`src/rtl/afx_pkg.sv`:
```
package afx_pkg;
  localparam int DATA_W  = 8;
  localparam int FRAME_W = 12;
  localparam int LEN_W   = 4;

  typedef struct packed {
    logic       chr7;
    logic       par_en;
    logic       par_odd;
    logic       stop2;
    logic [1:0] cks;
  } mode_t;

  typedef struct packed {
    logic [FRAME_W-1:0] bits;
    logic [LEN_W-1:0]   len;
  } frame_t;

  function automatic mode_t decode_mode(input logic [7:0] m);
    mode_t r;
    r.chr7    = m[6];
    r.par_en  = m[5];
    r.par_odd = m[4];
    r.stop2   = m[3];
    r.cks     = m[1:0];
    return r;
  endfunction

  // bit 0 of bits is the first bit on the line; unused tail stays high
  function automatic frame_t build_frame(input logic [DATA_W-1:0] d, input mode_t m);
    frame_t f;
    int     pos;
    logic   par;
    f.bits    = '1;
    f.bits[0] = 1'b0;
    pos       = 1;
    par       = m.par_odd;
    for (int i = 0; i < DATA_W; i++) begin
      if (!(m.chr7 && i == DATA_W - 1)) begin
        f.bits[pos] = d[i];
        par         = par ^ d[i];
        pos         = pos + 1;
      end
    end
    if (m.par_en) begin
      f.bits[pos] = par;
      pos         = pos + 1;
    end
    pos   = pos + (m.stop2 ? 2 : 1);
    f.len = LEN_W'(pos);
    return f;
  endfunction
endpackage

```
`src/rtl/afx_prescaler.sv`:
```
module afx_prescaler #(
  parameter int CKS_W = 2
) (
  input  logic             clk_i,
  input  logic             rst_ni,
  input  logic             clr_i,
  input  logic             en_i,
  input  logic [CKS_W-1:0] cks_i,
  output logic             tick_o
);
  localparam int CNT_W = 2 * ((1 << CKS_W) - 1);

  logic [CNT_W-1:0] cnt_q;
  logic [CNT_W-1:0] lim;

  assign lim    = CNT_W'((1 << (2 * int'(cks_i))) - 1);
  assign tick_o = en_i && (cnt_q == lim);

  always_ff @(posedge clk_i or negedge rst_ni) begin
    if (!rst_ni)     cnt_q <= '0;
    else if (clr_i)  cnt_q <= '0;
    else if (tick_o) cnt_q <= '0;
    else if (en_i)   cnt_q <= cnt_q + 1'b1;
  end
endmodule

```
`src/rtl/afx_bit_timer.sv`:
```
module afx_bit_timer #(
  parameter int RATE_W      = 8,
  parameter int BASE_FACTOR = 32
) (
  input  logic              clk_i,
  input  logic              rst_ni,
  input  logic              clr_i,
  input  logic              tick_i,
  input  logic [RATE_W-1:0] rate_i,
  output logic              bit_end_o
);
  localparam int CNT_W = $clog2(BASE_FACTOR * (1 << RATE_W));

  logic [CNT_W-1:0] cnt_q;
  logic [CNT_W-1:0] lim;

  assign lim       = CNT_W'(BASE_FACTOR * (int'(rate_i) + 1) - 1);
  assign bit_end_o = tick_i && (cnt_q == lim);

  always_ff @(posedge clk_i or negedge rst_ni) begin
    if (!rst_ni)        cnt_q <= '0;
    else if (clr_i)     cnt_q <= '0;
    else if (bit_end_o) cnt_q <= '0;
    else if (tick_i)    cnt_q <= cnt_q + 1'b1;
  end
endmodule

```
`src/rtl/afx_framer.sv`:
```
module afx_framer #(
  parameter int FRAME_W = 12,
  parameter int LEN_W   = 4
) (
  input  logic               clk_i,
  input  logic               rst_ni,
  input  logic               load_i,
  input  logic [FRAME_W-1:0] bits_i,
  input  logic [LEN_W-1:0]   len_i,
  input  logic               step_i,
  output logic               busy_o,
  output logic               done_o,
  output logic               tx_o
);
  logic [FRAME_W-1:0] sh_q;
  logic [LEN_W-1:0]   rem_q;
  logic               busy_q;
  logic               done_q;

  always_ff @(posedge clk_i or negedge rst_ni) begin
    if (!rst_ni) begin
      sh_q   <= '1;
      rem_q  <= '0;
      busy_q <= 1'b0;
      done_q <= 1'b0;
    end else begin
      done_q <= 1'b0;
      if (load_i) begin
        sh_q   <= bits_i;
        rem_q  <= len_i;
        busy_q <= 1'b1;
      end else if (step_i && busy_q) begin
        sh_q  <= {1'b1, sh_q[FRAME_W-1:1]};
        rem_q <= rem_q - 1'b1;
        if (rem_q == LEN_W'(1)) begin
          busy_q <= 1'b0;
          done_q <= 1'b1;
        end
      end
    end
  end

  assign busy_o = busy_q;
  assign done_o = done_q;
  assign tx_o   = !busy_q || sh_q[0];
endmodule

```
`src/rtl/async_frame_tx.sv`:
```
module async_frame_tx #(
  parameter int RATE_W      = 8,
  parameter int CKS_W       = 2,
  parameter int BASE_FACTOR = 32
) (
  input  logic       clk_i,
  input  logic       rst_ni,
  input  logic       mode_wr_i,
  input  logic [7:0] mode_i,
  input  logic       rate_wr_i,
  input  logic [RATE_W-1:0] rate_i,
  input  logic       tx_valid_i,
  input  logic [afx_pkg::DATA_W-1:0] tx_data_i,
  output logic       tx_ready_o,
  output logic       tx_o,
  output logic       done_o
);
  import afx_pkg::*;

  mode_t             mode_q, cfg_mode_q;
  logic [RATE_W-1:0] rate_q, cfg_rate_q;
  logic              busy, accept, tick, bit_end;
  frame_t            frame;

  assign tx_ready_o = !busy;
  assign accept     = tx_valid_i && tx_ready_o;
  assign frame      = build_frame(tx_data_i, mode_q);

  // software-visible settings
  always_ff @(posedge clk_i or negedge rst_ni) begin
    if (!rst_ni) begin
      mode_q <= '0;
      rate_q <= '1;
    end else begin
      if (mode_wr_i) mode_q <= decode_mode(mode_i);
      if (rate_wr_i) rate_q <= rate_i;
    end
  end

  // per-frame snapshot, so writes never disturb a character in flight
  always_ff @(posedge clk_i or negedge rst_ni) begin
    if (!rst_ni) begin
      cfg_mode_q <= '0;
      cfg_rate_q <= '1;
    end else if (accept) begin
      cfg_mode_q <= mode_q;
      cfg_rate_q <= rate_q;
    end
  end

  afx_prescaler #(.CKS_W(CKS_W)) u_pre (
    .clk_i  (clk_i),
    .rst_ni (rst_ni),
    .clr_i  (accept),
    .en_i   (busy),
    .cks_i  (cfg_mode_q.cks),
    .tick_o (tick)
  );

  afx_bit_timer #(.RATE_W(RATE_W), .BASE_FACTOR(BASE_FACTOR)) u_bt (
    .clk_i     (clk_i),
    .rst_ni    (rst_ni),
    .clr_i     (accept),
    .tick_i    (tick),
    .rate_i    (cfg_rate_q),
    .bit_end_o (bit_end)
  );

  afx_framer #(.FRAME_W(FRAME_W), .LEN_W(LEN_W)) u_fr (
    .clk_i  (clk_i),
    .rst_ni (rst_ni),
    .load_i (accept),
    .bits_i (frame.bits),
    .len_i  (frame.len),
    .step_i (bit_end),
    .busy_o (busy),
    .done_o (done_o),
    .tx_o   (tx_o)
  );
endmodule

```
`config.mk`:
```
export PLATFORM = sky130hd
export DESIGN_NAME = async_frame_tx
export DESIGN_NICKNAME = d
export VERILOG_FILES = /design/src/rtl/afx_pkg.sv /design/src/rtl/afx_prescaler.sv /design/src/rtl/afx_bit_timer.sv /design/src/rtl/afx_framer.sv /design/src/rtl/async_frame_tx.sv
export SDC_FILE = /design/constraint.sdc
export NUM_CORES = 1
export LEC_CHECK = 0
export ABC_AREA = 0
export BUFFER_PORTS_ARGS = -buffer_cell sky130_fd_sc_hd__buf_4
export CAP_MARGIN = 0
export CORE_MARGIN = 4
export CORE_UTILIZATION = 45
export DETAILED_ROUTE_END_ITERATION = 10
export PLACE_DENSITY = 0.61
export SLEW_MARGIN = 5
export SYNTH_ARGS = -nofsm -noshare
export SYNTH_HDL_FRONTEND = slang
export SYNTH_SLANG_ARGS = --single-unit
```
`constraint.sdc`:
```
create_clock -name clk_i -period 3.7 [get_ports clk_i]
set_input_delay 0.37 -clock clk_i [delete_from_list [all_inputs] [get_ports clk_i]]
set_output_delay 0.37 -clock clk_i [all_outputs]
set_load 0.005 [all_outputs]
```
==> flow_summary.yaml, run 1 <==
outcome:
  status: "completed"
min_path:
  hp-class: "primary input to asynchronous set/reset pin"
sta:
  slew_viol_final: 0
  fin_setup_tns_ns: 0
  worstMarginPinSlew_ns: 0.726
  timing.final.crit_period_ns: 2.95
  period_share: 0.799
  slew_headroom: 0.516
  fmax_mhz: 338
  rsz0062_at_grt: "no"
  setup-violations-final: 0
  hold_viol: 0
  finClkSkew_ns: 0.00822
global_route:
  grt_overflow: 0
  grt.total_usage: 0.157
  grt_max_degree: 60
  grt_pass1_wl_um: 10600
  antenna_found_initial: 0
  grt_pass1_vias: 2224
placement:
  gp_congestion: 0.736
  hpwl_um: 4310
  port_buffers: 29
power:
  comb_power_share: 0.200
  p_sw_uw: 527
  power.internal_uw: 1220
  power.total_uw: 1740
  leakage_uw: 0.00164
  seqPwrFrac: 0.484
  power_density_mw_per_mm2: 475
  p_sw_frac: 0.302
  power.share.clock: 0.316
  ir_drop_v: 0.000265
logic_synthesis:
  synth_cell_types: 42
  synth_top_flop_cell: "dfrtp_1"
  synthCells: 329
  yosysWarnings: 0
  syn_nets: 366
  synth_top_cell_area_share: 0.260
  synthArstFlopShare: 1.00
  synth.area.top_cells: "dfrtp_1, dfstp_2, nand2_1"
  yosysTopAreaCell: "dfrtp_1"
  syn_avg_cell_area_um2: 9.64
  ys_seq_elements: 59
  synth-edff-count: 0
  netlist_area_mm2: 0.00317
  synth-seq-area-share: 0.476
cts:
  cts_setup_buffers: 0
  clock_sinks: 59
  clkLatencyLatePin_ns: 0.34
  cts_tree: "yes"
  cts.htree.levels: 3
  cts_hold_buf: 0
  cts_inserted_buffers: 9
  clockRootBuffer: "clkbuf_8"
  clkTransAtPathRegs_ns: 0.07
  clock_path_buffers: 2
  ctsResizeCount: 0
drt:
  drt_iter0_markers: 129
  dr_total_vias: 2389
  drtPass1Iterations: 4
  wl_per_cell_um: 13.6
  vias_per_cell: 5.18
  drc: 0
  antenna_left: 0
  finalWirelength_um: 6290
floorplan:
  io_pins: 32
  die_x_um: 92.0
  fp.dieH_um: 92.0
  start_util: 0.464
  rows: 30
  dieArea_mm2: 0.00846
  core_region_area_mm2: 0.00683
flow_run:
  cap_viol_max_count: 0
critical_path:
  required_ns: 3.98
  critPathArrivalTime_ns: 3.23
  r2r_cells: 8
  start_kind: "flip-flop"
  crit_fanout: 14
  path_class: "flip-flop to flip-flop"
  crit_path_end_kind: "flip-flop"
final_layout:
  drive_gt1_frac: 0.247
  antennaDiodeCount: 0
  nNetsFinal: 397
  area_growth_pct: 15.7
  fillerInstances: 670
==> cells by family after synthesis <==
logic type | synth area share
flip-flops | 0.476
AND/OR/NAND/NOR | 0.204
multiplexers | 0.0741
adder cells (fa/ha/maj) | 0.0339
AO/OA/AOI/OAI | 0.0942
buffers and inverters | 0.0268
XOR/XNOR | 0.0911
==> critical path, cell delays in order (launching register included) <==
cell and delay [ns]:
dfstp_2 0.60, ha_1 0.24, xor2_1 0.09, nor3b_1 0.43
nand2_1 0.13, xnor2_1 0.39, o2111ai_4 0.37, or4_1 0.56
nand3_1 0.09
==> cells in the final DEF (no fill, tap or decap), types with 4 or more instances in the layout <==
master    instances
o21ai_0          23
a21oi_1           6
mux2_2           12
dfrtp_1          33
inv_1             8
and3_1            4
nand2_1          63
mux2i_1          10
nor3_1            6
ha_1              7
buf_4            33
nand3_1          16
dfstp_2          26
xnor2_1          21
or3_1             5
clkbuf_8         12
nand4_1          10
nor2_1           23
xor2_1           12
==> routing by layer <==
metal  GRT usage  up-vias  wire [um]
met2       0.241       30       2820
met3      0.0328       10        203
met4      0.0705        0         98
met5           0        -          0
met1       0.212     1151       3160
li1            -     1198          -
==> cell usage after synthesis, drive strengths merged (7+ instances only) <==
cell type  instances
mux2              12
nor2              23
xnor2             21
nand3             16
ha                 7
mux2i             10
xor2              12
nand4             10
o21ai             23
dfrtp             33
inv                8
dfstp             26
nand2             63
clkbuf            10
==> registers in the layout, summed over array words and instances, names as in the netlist <==
signal and flops:
u_pre.cnt_q 6, u_fr.busy_o 1, u_fr.sh_q 10, mode_q 6
cfg_rate_q 8, rate_q 8, u_bt.cnt_q 13, u_fr.done_o 1
cfg_mode_q 2, u_fr.rem_q 4
==> layout make-up <==
class	count	area [um^2]	share of cell area
multi-input combinational	249	1580	0.431
clock buffer	14	173	0.0470
clock inverter	2	10.0	0.00273
inverter	8	30.0	0.00818
timing repair buffer	33	248	0.0675
tap	96	120	0.0327
sequential	59	1510	0.411
==> power groups by stage <==
stage | clock network (uW) | logic (uW) | registers (uW)
after detailed placement | 0 | 350 | 854
after global placement | 0 | 339 | 852
final | 551 | 349 | 844
after global routing | 588 | 405 | 862
after CTS | 559 | 352 | 844
after floorplan | 0 | 273 | 829
==> per-stage QoR <==
step	hold slack (ns)	area (um^2)	worst slack, ns	instances	util
6_report	0.0821	3670	0.746	461	0.537
5_1_grt	0.149	3670	0.527	461	0.537
4_1_cts	0.126	3670	0.751	461	0.537
3_5_place_dp	0.447	3490	0.764	445	0.511
3_3_place_gp	0.440	3490	0.771	445	0.511
2_1_floorplan	0.0744	3170	1.09	329	-
==> worst paths after layout <==
path	from	to	slack [ns]
worst min-delay path	rst_ni	u_pre.cnt_q[0]$_DFFE_PN0P_	0.08
worst max-delay path	cfg_rate_q[0]$_DFFE_PN1P_	u_fr.rem_q[3]$_DFFE_PN0P_	0.75
max in group asynchronous	rst_ni	u_fr.rem_q[0]$_DFFE_PN0P_	3.13
worst max register to register	cfg_rate_q[0]$_DFFE_PN1P_	u_fr.rem_q[3]$_DFFE_PN0P_	0.75
min in group clk_i	mode_i[3]	mode_q[2]$_DFFE_PN0P_	0.24
worst min register to register	rate_q[6]$_DFFE_PN1P_	cfg_rate_q[6]$_DFFE_PN1P_	0.45
Power figures use the tool's default switching activity.
==> run 2: changes to the inputs <==
Settings changed: PLACE_DENSITY 0.61 to 0.63.
Clock period 3.7 ns to 2.6 ns, I/O delays scaled along.
==> run 2 against run 1 <==
Effect of this change: the flow now finishes with violations (negative hold slack); via count rose by 3.6%; critical path depth rose by 1; flip-flop and latch count did not move.
==> flow_summary.yaml, run 2 (synthesis gave the netlist of run 1 again) <==
sta:
  slew_viol_final: 0
  slew_headroom: 0.516
  fmax_mhz: 402
  timing.final.crit_period_ns: 2.49
  hold_ws_ns: -0.0125
  rsz0062_at_grt: "no"
  fin_setup_tns_ns: 0
  hold_viol: 14
  period_share: 0.956
  setup-violations-final: 0
  finClkSkew_ns: 0.00735
  worstMarginPinSlew_ns: 0.727
final_layout:
  final_common_cell: "nand2_1"
  multi_input_area_mm2: 0.00166
  top_regs: "u_bt.cnt_q x13, u_fr.sh_q x10"
  nNetsFinal: 413
  fillerInstances: 629
  largest_register_ffs: 13
  area_growth_pct: 23.7
  final_cell_mix: "nand2_1, buf_4, dfrtp_1, dfstp_2, nor2_1"
  top_register: "u_bt.cnt_q"
  drive_gt1_frac: 0.310
  antennaDiodeCount: 0
  regArea_mm2: 0.00151
cts:
  clkLatencyLatePin_ns: 0.33
  cts.htree.levels: 3
  cts_hold_buf: 0
  cts_tree: "yes"
  cts_inserted_buffers: 9
  clock_sinks: 59
  clock_path_buffers: 2
  clkTransAtPathRegs_ns: 0.07
  clockRootBuffer: "clkbuf_8"
critical_path:
  required_ns: 2.80
  critPathArrivalTime_ns: 2.68
  start_kind: "flip-flop"
  path_class: "flip-flop to flip-flop"
  rr_startpoint: "cfg_rate_q[1]$_DFFE_PN1P_"
  crit_fanout: 6
  crit_path_end_kind: "flip-flop"
  rrSetupSlack_ns: 0.11
  r2r_cells: 9
  max_stage_delay_ns: 0.56
  cp_cell_sequence: "buf_6, nand3_1, a22o_1, a211o_1, a21oi_4, o2111ai_4, buf_6, o31ai_2, nand3_1"
  rr_endpoint: "u_fr.rem_q[3]$_DFFE_PN0P_"
  slowest_stage: "dfstp_2"
power:
  leakage_uw: 0.00174
  power_density_mw_per_mm2: 643
  ir_drop_v: 0.000428
outcome:
  status: "complete, but fails checks"
  violations: "negative hold slack"
flow_run:
  cap_viol_max_count: 0
drt:
  drc: 0
  drt_iter0_markers: 127
  dr_total_vias: 2474
  wl_per_cell_um: 13.5
  drtPass1Iterations: 4
  antenna_left: 0
  finalWirelength_um: 6460
  vias_per_cell: 5.19
placement:
  gp_congestion: 0.836
  hpwl_um: 4440
  port_buffers: 29
global_route:
  grt_pass1_wl_um: 11200
  antenna_found_initial: 0
  grt_overflow: 0
  grt.total_usage: 0.165
  grt_pass1_vias: 2440
  grt_max_degree: 60
floorplan:
  die_x_um: 92.0
  core_region_area_mm2: 0.00683
  dieArea_mm2: 0.00846
  io_pins: 32
  fp.dieH_um: 92.0
  start_util: 0.464
  rows: 30
min_path:
  hp-class: "primary input to asynchronous set/reset pin"
run 2: changes by cell type in the layout (fill, tap and decap cells not counted), sizes merged:
| cell | change |
|---|---|
| inv | +1 |
| buf | +14 |
| clkinv | +2 |
| clkbuf | -2 |
| o2111ai | +1 |
run 2: layout make-up:
cell class,instances,share of cell area
Multi-Input combinational cell,250,0.424
Inverter,8,0.00765
Tap cell,96,0.0306
Clock buffer,11,0.0386
Clock inverter,5,0.00669
Timing Repair Buffer,48,0.108
Sequential cell,59,0.384
run 2: worst max-delay path by stage:
stage,start,endpoint,slack (ns),depth (start not counted)
final,cfg_rate_q[1]$_DFFE_PN1P_,u_fr.rem_q[3]$_DFFE_PN0P_,0.11,9
after global routing,cfg_mode_q[0]$_DFFE_PN0P_,u_fr.rem_q[3]$_DFFE_PN0P_,0.01,8
after CTS,cfg_rate_q[0]$_DFFE_PN1P_,u_fr.rem_q[3]$_DFFE_PN0P_,0.02,8
after detailed placement,cfg_rate_q[0]$_DFFE_PN1P_,u_fr.sh_q[8]$_DFFE_PN1P_,0.002,9
after global placement,cfg_rate_q[0]$_DFFE_PN1P_,u_fr.sh_q[6]$_DFFE_PN1P_,0.06,9
after floorplan,cfg_rate_q[0]$_DFFE_PN1P_,u_fr.rem_q[3]$_DFFE_PN0P_,0.06,9
run 2: through the flow:
stage	total power, uW	std cells	instance area [um^2]	util	setup WS (ns)
3_3_place_gp	1750	456	3600	0.527	0.0594
3_5_place_dp	1770	456	3600	0.527	0.00167
2_1_floorplan	1570	329	3180	-	0.0571
5_1_grt	2700	477	3930	0.575	0.0112
6_report	2520	477	3930	0.575	0.115
4_1_cts	2530	472	3780	0.554	0.0209
run 2: where the power goes:
| group | switching [uW] | internal [uW] | leakage, uW |
|---|---|---|---|
| clock network | 353 | 391 | 0.0000992 |
| logic | 299 | 291 | 0.000958 |
| registers | 116 | 1070 | 0.000682 |
run 2: per-layer routing:
metal,up-vias,track usage,share of wire
met5,-,0,0
met4,0,0.0606,0.011
met3,5,0.0410,0.032
met1,1192,0.218,0.48
met2,36,0.261,0.48
li1,1241,-,-
run 2: what timing repair did:
action | 4_1_cts | 5_1_grt
setup endpoints to repair | 1 | 20
gates resized for setup | 1 | 20
pin swaps | 0 | 8
setup buffers | 0 | 3
gates cloned | 0 | 2
run 2: worst max-delay path, delay by kind of cell, from the launching register on:
family	cells	cell delay [ns]
AOI/OAI and AO/OA	5	1.25
buffers and inverters	2	0.33
DFF	1	0.56
and+or+nand+nor	2	0.20
==> run 3: changes to the inputs <==
Settings changed: PLACE_DENSITY 0.63 to 0.61.
Clock period 2.6 ns to 3.2 ns, I/O delays scaled along.
==> run 3 against run 2 <==
Effect of this change: the run now ends clean; clock skew is 0.0038 ns higher; critical path type unchanged; flip-flop and latch count stayed put; largest cell class unchanged; combinational power is 32% lower; core utilization is 3.6 points lower; via count is 2.3% lower.
==> flow_summary.yaml, run 3 (synthesis gave the netlist of run 1 again) <==
drt:
  drt_iter0_markers: 94
  drc: 0
  vias_per_cell: 5.24
  antenna_left: 0
  wl_per_cell_um: 13.2
  finalWirelength_um: 6070
  drtPass1Iterations: 4
  dr_total_vias: 2416
placement:
  dp.cells: 445
  post_dp_cell_area_mm2: 0.00349
  hpwl_um: 4290
  port_buffers: 29
  gp_congestion: 0.785
power:
  power_density_mw_per_mm2: 553
  ir_drop_v: 0.000364
  leakage_uw: 0.00163
final_layout:
  final_common_cell: "nand2_1"
  final_cells: 461
  final_cell_mix: "nand2_1, dfrtp_1, buf_4, dfstp_2"
  fillerInstances: 685
  antennaDiodeCount: 0
  drive_gt1_frac: 0.249
  largest_register_ffs: 13
  area_growth_pct: 16.0
  stdcell_area_mm2: 0.00368
  top_regs: "u_bt.cnt_q x13, u_fr.sh_q x10"
  top_register: "u_bt.cnt_q"
  nNetsFinal: 397
floorplan:
  rows: 30
  fp.dieH_um: 92.0
  core_region_area_mm2: 0.00683
  start_util: 0.464
  io_pins: 32
  dieArea_mm2: 0.00846
  die_x_um: 92.0
sta:
  timing.final.crit_period_ns: 2.87
  fin_setup_tns_ns: 0
  slew_headroom: 0.399
  hold_viol: 0
  setup-violations-final: 0
  slew_viol_final: 0
  worstMarginPinSlew_ns: 0.898
  period_share: 0.896
  finClkSkew_ns: 0.0112
  fmax_mhz: 349
  rsz0062_at_grt: "no"
cts:
  clockRootBuffer: "clkbuf_8"
  clock_sinks: 59
  cts_inserted_buffers: 9
  clock_path_buffers: 2
  cts.htree.levels: 3
  ctsResizeCount: 0
  cts_hold_buf: 0
  clkLatencyLatePin_ns: 0.33
  cts_tree: "yes"
  cts_setup_buffers: 0
  clkTransAtPathRegs_ns: 0.07
global_route:
  grt.total_usage: 0.153
  grt_overflow: 0
  grt_pass1_wl_um: 10500
  grt_max_degree: 60
  antenna_found_initial: 0
  grt_pass1_vias: 2315
critical_path:
  path_class: "flip-flop to flip-flop"
  crit_fanout: 11
  required_ns: 3.42
  critPathArrivalTime_ns: 3.09
  start_kind: "flip-flop"
  crit_path_end_kind: "flip-flop"
min_path:
  hp-class: "primary input to asynchronous set/reset pin"
outcome:
  status: "completed"
flow_run:
  cap_viol_max_count: 0
[run 3: cell count changes in the layout (fill, tap and decap cells not counted), moves of 2 or more]
cell        previous run  this run
o21ai_1                2         0
clkinv_2               4         1
clkbuf_8              11         9
o21ai_0               21        23
buf_12                 2         0
buf_4                 40        33
a21oi_1                4         6
clkinvlp_4             0         3
buf_6                  4         0
[run 3: metal layers]
metal | global-route usage | vias up | routed length [um]
met2 | 0.238 | 26 | 2860
met4 | 0.0631 | 0 | 93
met5 | 0 | - | 0
met3 | 0.0304 | 7 | 171
met1 | 0.207 | 1183 | 2950
li1 | - | 1200 | -
[run 3: worst paths after layout]
path / startpoint / end / slack (ns) / depth (start not counted)
setup / recovery: cfg_rate_q[0]$_DFFE_PN1P_ / u_fr.sh_q[7]$_DFFE_PN1P_ / 0.33 / 9
hold / removal: rst_ni / u_pre.cnt_q[1]$_DFFE_PN0P_ / 0.05 / 1
setup reg to reg: cfg_rate_q[0]$_DFFE_PN1P_ / u_fr.sh_q[7]$_DFFE_PN1P_ / 0.33 / 9
hold reg to reg: rate_q[7]$_DFFE_PN1P_ / cfg_rate_q[7]$_DFFE_PN1P_ / 0.45 / 2
max in group asynchronous: rst_ni / mode_q[1]$_DFFE_PN0P_ / 2.67 / 1
min in group clk_i: mode_i[3] / mode_q[2]$_DFFE_PN0P_ / 0.20 / 3
[run 3: critical path, cell delays in order, from the launching register on]
cell and delay [ns]:
dfstp_2 0.61, ha_1 0.24, xor2_1 0.08, nor3b_1 0.45
nand4_1 0.18, and3_1 0.26, o2111ai_4 0.35, buf_4 0.28
mux2i_1 0.19, o21ai_0 0.10
[run 3: area by class of cell]
type                    count  area, um^2  share of cell area
multi-input cells         249        1580               0.429
inverters                   8        30.0             0.00815
clock inverters             6        66.3              0.0180
flip-flops and latches     59        1510               0.410
repair buffers             33         248              0.0673
well taps                  96         120              0.0326
clock buffers              10         128              0.0347
[run 3: power by group]
part           internal [uW]  switching [uW]
Combinational            192             208
Sequential               873             104
Clock                    359             300
[run 3: metrics by stage]
stage | setup WS [ns] | hold slack, ns | total power (uW) | util
finish | 0.332 | 0.0480 | 2030 | 0.539
global route | 0.0904 | 0.101 | 2170 | 0.539
CTS | 0.298 | 0.0772 | 2060 | 0.539
detailed placement | 0.320 | 0.434 | 1390 | 0.511
global placement | 0.415 | 0.434 | 1370 | 0.511
floorplan | 0.593 | 0.0244 | 1270 | -
